## src/rtl/vagg_pkg.sv

```systemverilog
package vagg_pkg;
  localparam int unsigned VINT_BITS = 64;
  localparam int unsigned BITPOS_W  = 6;
  localparam int unsigned WOFS_W    = 12;

  localparam logic [WOFS_W-1:0] OFS_EN_SET = 12'h000;
  localparam logic [WOFS_W-1:0] OFS_EN_CLR = 12'h008;
  localparam logic [WOFS_W-1:0] OFS_RAW    = 12'h018;
  localparam logic [WOFS_W-1:0] OFS_MASKED = 12'h020;

  typedef logic [VINT_BITS-1:0] vec_t;

  typedef struct packed {
    logic                valid;
    logic                level;
    logic [BITPOS_W-1:0] bitpos;
  } route_t;
endpackage

```

## src/rtl/vagg_rst_sync.sv

```systemverilog
module vagg_rst_sync (
  input  logic clk,
  input  logic rst_n,
  output logic rst_sync_n
);
  logic [1:0] sync_q;

  always_ff @(posedge clk or negedge rst_n) begin
    if (!rst_n) sync_q <= 2'b00;
    else        sync_q <= {sync_q[0], 1'b1};
  end

  assign rst_sync_n = sync_q[1];
endmodule

```

## src/rtl/vagg_evt_map.sv

```systemverilog
module vagg_evt_map
  import vagg_pkg::*;
#(
  parameter int unsigned NUM_VINT  = 4,
  parameter int unsigned EVT_W     = 16,
  parameter int unsigned MAP_DEPTH = 64,
  parameter int unsigned VIDX_W    = 2
) (
  input  logic                  clk,
  input  logic                  rst_n,
  input  logic                  map_we,
  input  logic [EVT_W-1:0]      map_idx,
  input  logic                  map_valid,
  input  logic                  map_level,
  input  logic [VIDX_W-1:0]     map_vint,
  input  logic [BITPOS_W-1:0]   map_bit,
  input  logic                  ev_valid,
  input  logic [EVT_W-1:0]      ev_id,
  input  logic                  ev_down,
  output vec_t [NUM_VINT-1:0]   arr_set,
  output vec_t [NUM_VINT-1:0]   arr_lvl,
  output vec_t [NUM_VINT-1:0]   dn_clr
);
  localparam int unsigned MIDX_W = (MAP_DEPTH > 1) ? $clog2(MAP_DEPTH) : 1;

  route_t            rt_q [MAP_DEPTH];
  route_t            rt_d [MAP_DEPTH];
  logic [VIDX_W-1:0] vs_q [MAP_DEPTH];
  logic [VIDX_W-1:0] vs_d [MAP_DEPTH];

  logic              map_hit;
  logic              ev_in_rng;
  route_t            cur_rt;
  logic [VIDX_W-1:0] cur_vs;
  vec_t              cur_mask;

  assign map_hit   = map_we && (32'(map_idx) < MAP_DEPTH);
  assign ev_in_rng = ev_valid && (32'(ev_id) < MAP_DEPTH);

  // next-state of the route table
  always_comb begin
    rt_d = rt_q;
    vs_d = vs_q;
    if (map_hit) begin
      rt_d[map_idx[MIDX_W-1:0]] = route_t'({map_valid, map_level, map_bit});
      vs_d[map_idx[MIDX_W-1:0]] = map_vint;
    end
  end

  always_ff @(posedge clk or negedge rst_n) begin
    if (!rst_n) begin
      for (int i = 0; i < MAP_DEPTH; i++) begin
        rt_q[i] <= '0;
        vs_q[i] <= '0;
      end
    end else if (map_hit) begin
      rt_q <= rt_d;
      vs_q <= vs_d;
    end
  end

  // lookup uses the table contents before any same-cycle write
  always_comb begin
    if (ev_in_rng) begin
      cur_rt = rt_q[ev_id[MIDX_W-1:0]];
      cur_vs = vs_q[ev_id[MIDX_W-1:0]];
    end else begin
      cur_rt = '0;
      cur_vs = '0;
    end
    cur_mask = vec_t'(1) << cur_rt.bitpos;
  end

  for (genvar v = 0; v < NUM_VINT; v++) begin : g_route
    logic tgt;
    assign tgt        = ev_in_rng && cur_rt.valid && (cur_vs == VIDX_W'(v));
    assign arr_set[v] = (tgt && !ev_down) ? cur_mask : '0;
    assign arr_lvl[v] = cur_rt.level ? arr_set[v] : '0;
    assign dn_clr[v]  = (tgt && ev_down) ? cur_mask : '0;
  end
endmodule

```

## src/rtl/vagg_vint_bank.sv

```systemverilog
module vagg_vint_bank
  import vagg_pkg::*;
(
  input  logic clk,
  input  logic rst_n,
  input  vec_t en_set,
  input  vec_t en_clr,
  input  vec_t ack,
  input  vec_t arr_set,
  input  vec_t arr_lvl,
  input  vec_t dn_clr,
  output vec_t en_q,
  output vec_t st_q,
  output logic irq
);
  vec_t en_d, st_d, lvl_q, lvl_d;
  vec_t ack_edge, arr_edge;
  logic en_ce, st_ce;

  assign ack_edge = ack & ~lvl_q;
  assign arr_edge = arr_set & ~arr_lvl;

  always_comb begin
    en_ce = (|en_set) || (|en_clr);
    st_ce = (|arr_set) || (|ack) || (|dn_clr);
    en_d  = (en_q | en_set) & ~en_clr;
    st_d  = (st_q & ~ack_edge & ~dn_clr) | arr_set;
    lvl_d = (lvl_q & ~dn_clr & ~arr_edge) | arr_lvl;
  end

  always_ff @(posedge clk or negedge rst_n) begin
    if (!rst_n) begin
      en_q <= '0;
    end else if (en_ce) begin
      en_q <= en_d;
    end
  end

  always_ff @(posedge clk or negedge rst_n) begin
    if (!rst_n) begin
      st_q  <= '0;
      lvl_q <= '0;
    end else if (st_ce) begin
      st_q  <= st_d;
      lvl_q <= lvl_d;
    end
  end

  assign irq = |(st_q & en_q);


  set_en_chk: assert property (@(posedge clk) disable iff (!rst_n)
    (en_set != '0) |=> ((en_q & $past(en_set)) == $past(en_set)));


  clr_en_chk: assert property (@(posedge clk) disable iff (!rst_n)
    (en_clr != '0) |=> ((en_q & $past(en_clr)) == '0));


  arrival_wins_chk: assert property (@(posedge clk) disable iff (!rst_n)
    (arr_set != '0) |=> ((st_q & $past(arr_set)) == $past(arr_set)));


  ack_clear_chk: assert property (@(posedge clk) disable iff (!rst_n)
    ((ack & ~lvl_q & ~arr_set) != '0) |=> ((st_q & $past(ack & ~lvl_q & ~arr_set)) == '0));


  level_hold_chk: assert property (@(posedge clk) disable iff (!rst_n)
    ((ack & lvl_q & st_q & ~dn_clr) != '0) |=>
      ((st_q & $past(ack & lvl_q & st_q & ~dn_clr)) == $past(ack & lvl_q & st_q & ~dn_clr)));
endmodule

```

## src/rtl/vagg_reg_dec.sv

```systemverilog
module vagg_reg_dec
  import vagg_pkg::*;
#(
  parameter int unsigned NUM_VINT = 4,
  parameter int unsigned VIDX_W   = 2,
  parameter int unsigned ADDR_W   = 15
) (
  input  logic                clk,
  input  logic                rst_n,
  input  logic                reg_req,
  input  logic                reg_we,
  input  logic [ADDR_W-1:0]   reg_addr,
  input  vec_t                reg_wdata,
  input  vec_t [NUM_VINT-1:0] en_q,
  input  vec_t [NUM_VINT-1:0] st_q,
  output vec_t [NUM_VINT-1:0] en_set,
  output vec_t [NUM_VINT-1:0] en_clr,
  output vec_t [NUM_VINT-1:0] ack,
  output logic                bad_acc,
  output vec_t                reg_rdata
);
  localparam int unsigned WIN_W = ADDR_W - WOFS_W;

  logic [WIN_W-1:0]  win;
  logic [WOFS_W-1:0] ofs;
  logic              win_ok, ofs_ok, rd_ce;
  logic [VIDX_W-1:0] vidx;
  vec_t              rd_d;

  assign win    = reg_addr[ADDR_W-1:WOFS_W];
  assign ofs    = reg_addr[WOFS_W-1:0];
  assign vidx   = win[VIDX_W-1:0];
  assign win_ok = 32'(win) < NUM_VINT;
  assign ofs_ok = (ofs == OFS_EN_SET) || (ofs == OFS_EN_CLR) ||
                  (ofs == OFS_RAW)    || (ofs == OFS_MASKED);
  assign bad_acc = reg_req && !(win_ok && ofs_ok);
  assign rd_ce   = reg_req && !reg_we;

  for (genvar v = 0; v < NUM_VINT; v++) begin : g_wr
    logic sel;
    assign sel       = reg_req && reg_we && win_ok && (win == WIN_W'(v));
    assign en_set[v] = (sel && ofs == OFS_EN_SET) ? reg_wdata : '0;
    assign en_clr[v] = (sel && ofs == OFS_EN_CLR) ? reg_wdata : '0;
    assign ack[v]    = (sel && ofs == OFS_RAW)    ? reg_wdata : '0;
  end

  always_comb begin
    rd_d = '0;
    if (win_ok) begin
      unique case (ofs)
        OFS_EN_SET, OFS_EN_CLR: rd_d = en_q[vidx];
        OFS_RAW:                rd_d = st_q[vidx];
        OFS_MASKED:             rd_d = st_q[vidx] & en_q[vidx];
        default:                rd_d = '0;
      endcase
    end
  end

  always_ff @(posedge clk or negedge rst_n) begin
    if (!rst_n) begin
      reg_rdata <= '0;
    end else if (rd_ce) begin
      reg_rdata <= rd_d;
    end
  end
endmodule

```

## src/rtl/vint_aggregator.sv

```systemverilog
module vint_aggregator
  import vagg_pkg::*;
#(
  parameter int unsigned NUM_VINT  = 4,
  parameter int unsigned EVT_W     = 16,
  parameter int unsigned MAP_DEPTH = 64,
  localparam int unsigned VIDX_W   = (NUM_VINT > 1) ? $clog2(NUM_VINT) : 1,
  localparam int unsigned ADDR_W   = VIDX_W + 1 + 12
) (
  input  logic                clk,
  input  logic                rst_n,
  input  logic                ev_valid,
  input  logic [EVT_W-1:0]    ev_id,
  input  logic                ev_down,
  input  logic                map_we,
  input  logic [EVT_W-1:0]    map_idx,
  input  logic                map_valid,
  input  logic                map_level,
  input  logic [VIDX_W-1:0]   map_vint,
  input  logic [5:0]          map_bit,
  input  logic                reg_req,
  input  logic                reg_we,
  input  logic [ADDR_W-1:0]   reg_addr,
  input  logic [63:0]         reg_wdata,
  output logic [63:0]         reg_rdata,
  output logic [NUM_VINT-1:0] irq_out
);
  logic                rst_i_n;
  logic                bad_acc;
  vec_t [NUM_VINT-1:0] arr_set, arr_lvl, dn_clr;
  vec_t [NUM_VINT-1:0] en_set, en_clr, ack;
  vec_t [NUM_VINT-1:0] en_all, st_all;

  vagg_rst_sync u_rst (
    .clk        (clk),
    .rst_n      (rst_n),
    .rst_sync_n (rst_i_n)
  );

  vagg_evt_map #(
    .NUM_VINT  (NUM_VINT),
    .EVT_W     (EVT_W),
    .MAP_DEPTH (MAP_DEPTH),
    .VIDX_W    (VIDX_W)
  ) u_map (
    .clk       (clk),
    .rst_n     (rst_i_n),
    .map_we    (map_we),
    .map_idx   (map_idx),
    .map_valid (map_valid),
    .map_level (map_level),
    .map_vint  (map_vint),
    .map_bit   (map_bit),
    .ev_valid  (ev_valid),
    .ev_id     (ev_id),
    .ev_down   (ev_down),
    .arr_set   (arr_set),
    .arr_lvl   (arr_lvl),
    .dn_clr    (dn_clr)
  );

  vagg_reg_dec #(
    .NUM_VINT (NUM_VINT),
    .VIDX_W   (VIDX_W),
    .ADDR_W   (ADDR_W)
  ) u_dec (
    .clk       (clk),
    .rst_n     (rst_i_n),
    .reg_req   (reg_req),
    .reg_we    (reg_we),
    .reg_addr  (reg_addr),
    .reg_wdata (reg_wdata),
    .en_q      (en_all),
    .st_q      (st_all),
    .en_set    (en_set),
    .en_clr    (en_clr),
    .ack       (ack),
    .bad_acc   (bad_acc),
    .reg_rdata (reg_rdata)
  );

  for (genvar v = 0; v < NUM_VINT; v++) begin : g_bank
    vagg_vint_bank u_bank (
      .clk     (clk),
      .rst_n   (rst_i_n),
      .en_set  (en_set[v]),
      .en_clr  (en_clr[v]),
      .ack     (ack[v]),
      .arr_set (arr_set[v]),
      .arr_lvl (arr_lvl[v]),
      .dn_clr  (dn_clr[v]),
      .en_q    (en_all[v]),
      .st_q    (st_all[v]),
      .irq     (irq_out[v])
    );
  end


  rdata_hold_chk: assert property (@(posedge clk) disable iff (!rst_i_n)
    !(reg_req && !reg_we) |=> $stable(reg_rdata));


  bad_wr_chk: assert property (@(posedge clk) disable iff (!rst_i_n)
    (bad_acc && reg_we) |=> $stable(en_all));


  masked_ro_chk: assert property (@(posedge clk) disable iff (!rst_i_n)
    (reg_req && reg_we && reg_addr[11:0] == OFS_MASKED) |=> $stable(en_all));
endmodule

```

## config.mk

```make
export PLATFORM = sky130hd
export DESIGN_NAME = vint_aggregator
export DESIGN_NICKNAME = d
export VERILOG_FILES = /design/src/rtl/vagg_pkg.sv /design/src/rtl/vagg_rst_sync.sv /design/src/rtl/vagg_evt_map.sv /design/src/rtl/vagg_vint_bank.sv /design/src/rtl/vagg_reg_dec.sv /design/src/rtl/vint_aggregator.sv
export SDC_FILE = /design/constraint.sdc
export NUM_CORES = 2
export LEC_CHECK = 0
export ABC_AREA = 1
export BUFFER_PORTS_ARGS = -buffer_cell sky130_fd_sc_hd__buf_2
export CORE_MARGIN = 8
export CORE_UTILIZATION = 55
export CTS_CLUSTER_SIZE = 30
export DETAILED_ROUTE_END_ITERATION = 8
export HOLD_SLACK_MARGIN = 0.05
export MAX_ROUTING_LAYER = met4
export PLACE_DENSITY = 0.71
export SLEW_MARGIN = 15
export SYNTH_ARGS = -nofsm -noshare
export SYNTH_HDL_FRONTEND = slang
export SYNTH_SLANG_ARGS = --single-unit
```

## constraint.sdc

```tcl
create_clock -name clk -period 70.7 [get_ports clk]
set_clock_uncertainty 0.15 [all_clocks]
set_input_delay 10.605 -clock clk [delete_from_list [all_inputs] [get_ports clk]]
set_output_delay 10.605 -clock clk [all_outputs]
set_load 0.01 [all_outputs]
```

### Word-level counts from Yosys, hierarchy flattened

Index checks and enable logic that the tools add are counted.

| operators by class | value |
|---|---|
| $add $sub $neg | 0 |
| multiply operators | 0 |
| divide/modulo/power cells | 0 |
| $lt $le $gt $ge | 7 |
| equal/unequal tests | 9 |
| shift-type cells | 1 |
| mux-type cells | 44 |
| bitwise logic cells | 71 |
| reductions and logical operators | 77 |

Operators with widths:

| operator | number |
|---|---|
| $and A64 B64 Y64 | 33 |
| $mux W64 | 27 |
| $not A64 Y64 | 24 |
| $reduce_or A64 Y1 | 24 |
| $or A64 B64 Y64 | 12 |
| $bwmux W512 | 1 |
| $bmux W64 S2 | 2 |
| $pmux W64 S3 | 1 |
| $bwmux W128 | 1 |
| $shl A1 B6 Y64 const A | 1 |
| $bmux W8 S6 | 1 |
| $demux W8 S6 | 1 |
| $logic_and A1 B1 Y1 | 35 |
| $lt A16 B7 Y1 const B | 2 |
| $mux W8 | 4 |
| $ge A7 B7 Y1 const B | 2 |
| $not A6 Y7 | 2 |
| $bmux W2 S6 | 1 |
| $demux W2 S6 | 1 |
| $eq A12 B4 Y1 const B | 1 |
| $eq A12 B5 Y1 const B | 1 |
| $eq A12 B6 Y1 const B | 1 |
| $logic_not A12 Y1 | 1 |
| $logic_or A1 B1 Y1 | 12 |
| 12 further kinds | 18 |

| storage, ports and cells | value |
|---|---|
| register bits | 1,474 |
| bits in latches | 0 |
| bits in writable memories | 0 |
| ROM bits | 0 |
| output and inout bits | 68 |
| memories kept | 0 |

### Depth between registers and ports, before layout

| logic depth | value |
|---|---|
| depth in word-level cells | 15 |
| depth in mapped cells | 20 |
| depth with buffers taken out | 16 |

### Modules after synthesis

Synthesis repeated with hierarchy kept, for this count alone.

| second synthesis, totals | value |
|---|---|
| cells, all modules | 12,190 |
| area total of the unflattened synthesis | 84,468.5 um^2 |

By module, submodules not included:

| module | instances | cells an instance | area each (um^2) |
|---|---|---|---|
| vagg_vint_bank | 4 | 1,221 | 9,527.9 |
| vagg_evt_map | 1 | 4,875 | 34,909.7 |
| vagg_reg_dec | 1 | 2,428 | 11,393.4 |
| vagg_rst_sync | 1 | 3 | 53.8 |

### Worst setup path before layout

OpenSTA, ideal clock, no wires.

| timing | value |
|---|---|
| path type | in2reg |
| start point | input ev_id[0] |
| end point | register g_bank[0].u_bank.lvl_q[12] |
| arrival time | 12.691 ns |
| required time | 70.433 ns |
| slack | 57.741 ns |
| stages on the path | 18 |
| cells stage by stage | buf_4 > inv_4 > buf_6 > buf_6 > buf_4 > nand2_1 > nand3_1 > nand3_1 > nand3_1 > nand3_1 > nand3_2 > nand3_1 > buf_4 > nor3_2 > buf_2 > nand3_1 > nand3_1 > nand2_1 |

| on the way | value |
|---|---|
| cells in the longest elaborated chain, start to end | 15 |
| elaborated cells on any way between the ends | 31 |
| classes of those cells | order compare (1); shift (1); mux (11); bitwise (8); reduce/logical (10) |

Ends and longest elaborated chain:

| item | RTL line | source |
|---|---|---|
| start: declaration | vint_aggregator.sv:13 | `input logic [EVT_W-1:0] ev_id,` |
| $not A6 Y7 (not written as such) | vagg_evt_map.sv:65, vagg_evt_map.sv:66 |  |
| $bmux W2 S6 / $bmux W8 S6 (equally long branches) | vagg_evt_map.sv:66, vagg_evt_map.sv:65 |  |
| $mux W2 (not written as such) / $mux W8 (equally long branches) (2 in a row) | vagg_evt_map.sv:66, vagg_evt_map.sv:65 |  |
| $mux W2 / $mux W8 (equally long branches) | vagg_evt_map.sv:64 | `if (ev_in_rng) begin` |
| $logic_not A2 Y1 / $logic_and A1 B1 Y1 (equally long branches) | vagg_evt_map.sv:76 | `assign tgt = ev_in_rng && cur_rt.valid && (cur_vs == VIDX_W'(v));` |
| $logic_and A1 B1 Y1 | vagg_evt_map.sv:76 |  |
| $logic_and A1 B1 Y1 | vagg_evt_map.sv:77 | `assign arr_set[v] = (tgt && !ev_down) ? cur_mask : '0;` |
| $mux W64 | vagg_evt_map.sv:77 |  |
| $mux W64 | vagg_evt_map.sv:78 | `assign arr_lvl[v] = cur_rt.level ? arr_set[v] : '0;` |
| $not A64 Y64 | vagg_vint_bank.sv:21 | `assign arr_edge = arr_set & ~arr_lvl;` |
| $and A64 B64 Y64 | vagg_vint_bank.sv:21 |  |
| $not A64 Y64 | vagg_vint_bank.sv:28 | `lvl_d = (lvl_q & ~dn_clr & ~arr_edge) \| arr_lvl;` |
| $and A64 B64 Y64 | vagg_vint_bank.sv:28 |  |
| $or A64 B64 Y64 | vagg_vint_bank.sv:28 |  |
| end signal: assignment | vagg_vint_bank.sv:45 | `lvl_q <= lvl_d;` |
| end: declaration | vagg_vint_bank.sv:16 | `vec_t en_d, st_d, lvl_q, lvl_d;` |

Parallel ways exist; a longest one is shown, timed or not. The select of a mux whose other input is x is not followed.
A chain may end at the register's enable or synchronous reset.

### Final worst setup path

| timing | value |
|---|---|
| start point | input ev_id[0] |
| end point | register g_bank[0].u_bank.lvl_q[58] |

Same word-level chain as after synthesis.

==> impl_metrics.csv <==
group,metric,value,unit
outcome,outcome,"completed",
global_routing,grt_pass1_wl,414000,µm
synth,synth_mux_area_share,0,%
synth,syn-num-nets,9532,
finish,final_common_cell,"nand2_1",
clock_tree,cts_buffers,159,
floorplan,io_pins,196,
clock_tree,cts_tree,"built",
floorplan,dieHeight,383,µm
critical_path,crit_fanout,96,
synth,yosysUniqueCellTypes,52,
place,gp_congestion,1.03,
power,combPwrFrac,4.9,%
sta,fmax,0.0619,GHz
finish,postLayoutCoreUtil,60.4,%
synth,ys_ff_latch,1474,
clock_tree,cts.path.max_buffers,3,
sta,finalSetupTns,0,ps
finish,layout-drive-gt1-share,7.55,%
synth,synth-xor-area-share,0,%
worst_hold_path,min_path_type,"flop to flop",
routing,drcViolationCount,0,
sta,period_share,22.8,%
critical_path,arrival,16730,ps
routing,viasPerCell,6.36,
sta,drv_slew,0,
routing,wirelength,273000,µm
clock_tree,clk_latency,800,ps
synth,synthTopCellsByArea,"dfrtp_1, nand2_1, nand3_1",
place,dp_hpwl,172000,µm
global_routing,groute.usage.overall,37.5,%
synth,synth_flop_cell,"dfrtp_1",
sta,setup_viol,0,
synth,synthAdderAreaFrac,0,%
power,switching_share,23.8,%
finish,area_growth,8.91,%
clock_tree,root_buffer,"clkbuf_16",
finish,final_cell_mix,"nand2_1, nand3_1, dfrtp_1",
sta,finalHoldViolCount,0,
sta,maxSlewHeadroom,8.31,%
critical_path,required,71270,ps
finish,nFillCells,12000,
power,seqPwrFrac,47.4,%
global_routing,grt-ovfl-total,0,
synth,synth-simple-area-share,28.0,%
critical_path,cp-end-kind,"flop",
finish,layout.nets,9325,
power,ir_drop,0.0233,mV
synth,syn-cell-area,74100,µm²
critical_path,critical_path_class,"primary input to flop",
place,placed_cells,10800,
clock_tree,cts.htree.levels,4,
synth,synth.avg_cell_area,7.88,µm²
power,p_leak,37.4,nW
routing,avgRoutedWirePerCell,24.6,µm
synth,yosysTopAreaCell,"dfrtp_1",
sta,period_needed,16150,ps
synth,synth_edf_count,0,
sta,worst_slew_pin_slew,1360,ps
global_routing,grt_pass1_vias,67100,
sta,rsz0062_at_grt,"false",
floorplan,core_region_area,134000,µm²
place,port-buffer-count,195,
synth,synth_top_area_share,49.8,%
finish,fin_cells,11100,
clock_tree,clkTransAtPathRegs,60,ps
routing,drtAntennaViolNets,0,
floorplan,fp-row-count,134,
routing,drt_first_pass_iters,6,
sta,whs,201,ps
power,clock_power_share,47.7,%
synth,ys_async_sr_fraction,100,%
clock_tree,cts.sinks,1474,
routing,first_iter_violations,9532,
floorplan,die_w,383,µm
synth,synth_compound_area_share,13.9,%
floorplan,start_util,55.4,%
power,p_sw,0.425,mW
clock_tree,cts_hold_buf,0,
power,p_int,1.36,mW
synth,syn_inst,9404,
global_routing,grt_max_degree,191,
synth,synth_top_family_by_area,"simple AND/OR/NAND/NOR gates",
clock_tree,post_cts_resized,0,
floorplan,die_area,147000,µm²
synth,yosysSeqAreaShare,49.8,%
synth,yosys_warnings,0,
global_routing,antenna_found_initial,15,
routing,vias,70600,
flow_run,drv_cap,0,
critical_path,start_kind,"primary input",
clock_tree,cts_setup_buffers,0,
power,p_per_area,22.1,nW/µm²
[routing by layer]
layer  wire length, µm  global-route usage [%]  vias to the layer above  part of all wire (%)
li1                  -                       -                    31200                     -
met1            102000                    46.8                    33700                    37
met2            119000                    54.8                     4478                    44
met3             31300                    9.26                     1168                    11
met4             20800                    23.4                        0                   7.6
met5                 0                       -                        -                     0
[logic make-up (layout without fill, tap and decap cells)]
kind of cell           Yosys count  after routing
other                            1             12
flip-flops                    1474           1474
buffers and inverters         1474           1384
AND/OR/NAND/NOR               4610           4610
AO/OA/AOI/OAI                 1845           1845
[through the flow]
stage / power [mW] / setup WS, ps / cell area, µm²
floorplan: 0.913 / 26420 / 74100
global placement: 0.946 / 54150 / 75400
detailed placement: 0.946 / 54010 / 75400
CTS: 1.79 / 54830 / 80600
global route: 1.83 / 54320 / 80600
finish: 1.78 / 54550 / 80700
[flip-flops by register name, summed over array words and instances (netlist names)]
signal	flops
g_bank.u_bank.lvl_q	256
u_map.rt_q	512
u_rst.sync_q	2
g_bank.u_bank.st_q	256
u_dec.reg_rdata	64
g_bank.u_bank.en_q	256
u_map.vs_q	128
[worst paths after layout]
path / startpoint / end / slack [ps] / cells after the start
setup / recovery: ev_id[0] / g_bank[0].u_bank.lvl_q[58]$_DFFE_PN0P_ / 54550 / 16
max in group asynchronous: rst_n / u_rst.sync_q[1]$_DFF_PN0_ / 60850 / 1
hold reg to reg: u_rst.sync_q[0]$_DFF_PN0_ / u_rst.sync_q[1]$_DFF_PN0_ / 200 / 0
hold / removal: u_rst.sync_q[0]$_DFF_PN0_ / u_rst.sync_q[1]$_DFF_PN0_ / 200 / 0
min in group asynchronous: u_rst.sync_q[1]$_DFF_PN0_ / u_map.rt_q[210]$_DFFE_PN0P_ / 220 / 0
setup reg to reg: u_rst.sync_q[1]$_DFF_PN0_ / g_bank[3].u_bank.st_q[1]$_DFFE_PN0P_ / 65390 / 5
[synthesized netlist by cell type, drive strengths merged (50+ instances only)]
master and count:
nand2 2265, o221ai 52, nand3 1694, nor2 345, a31oi 50, o21ai 1353
buf 270, dfrtp 1474, o22ai 178, inv 759, nand3b 191, a22oi 63
a221oi 69, clkbuf 423
[critical path: stages]
cell and delay (ps):
buf_8 340, buf_4 660, buf_4 700, nand2_1 100
nand3_1 110, nand3_1 80, nand3_1 150, nand3_1 180
nand3_1 370, nand3_4 700, inv_4 850, buf_4 970
nand2_1 210, inv_2 150, nand3_1 80, nand2_1 110
[layout make-up]
| class | instances | area [µm²] | share of cell area, % |
|---|---|---|---|
| Antenna cell | 11 | 27.5 | 0.0341 |
| Clock buffer | 237 | 4710 | 5.85 |
| Clock inverter | 41 | 528 | 0.655 |
| Inverter | 781 | 2950 | 3.66 |
| Multi-Input combinational cell | 6456 | 31300 | 38.8 |
| Sequential cell | 1474 | 36900 | 45.7 |
| Tap cell | 1768 | 2210 | 2.74 |
| Timing Repair Buffer | 325 | 2010 | 2.50 |
[power groups by stage]
stage | registers, mW | clock network [mW] | logic [mW]
floorplan | 0.874 | 0 | 0.0393
global placement | 0.860 | 0 | 0.0855
detailed placement | 0.860 | 0 | 0.0860
CTS | 0.845 | 0.856 | 0.0862
global route | 0.844 | 0.891 | 0.0938
finish | 0.845 | 0.851 | 0.0877
Power figures use the tool's default switching activity.
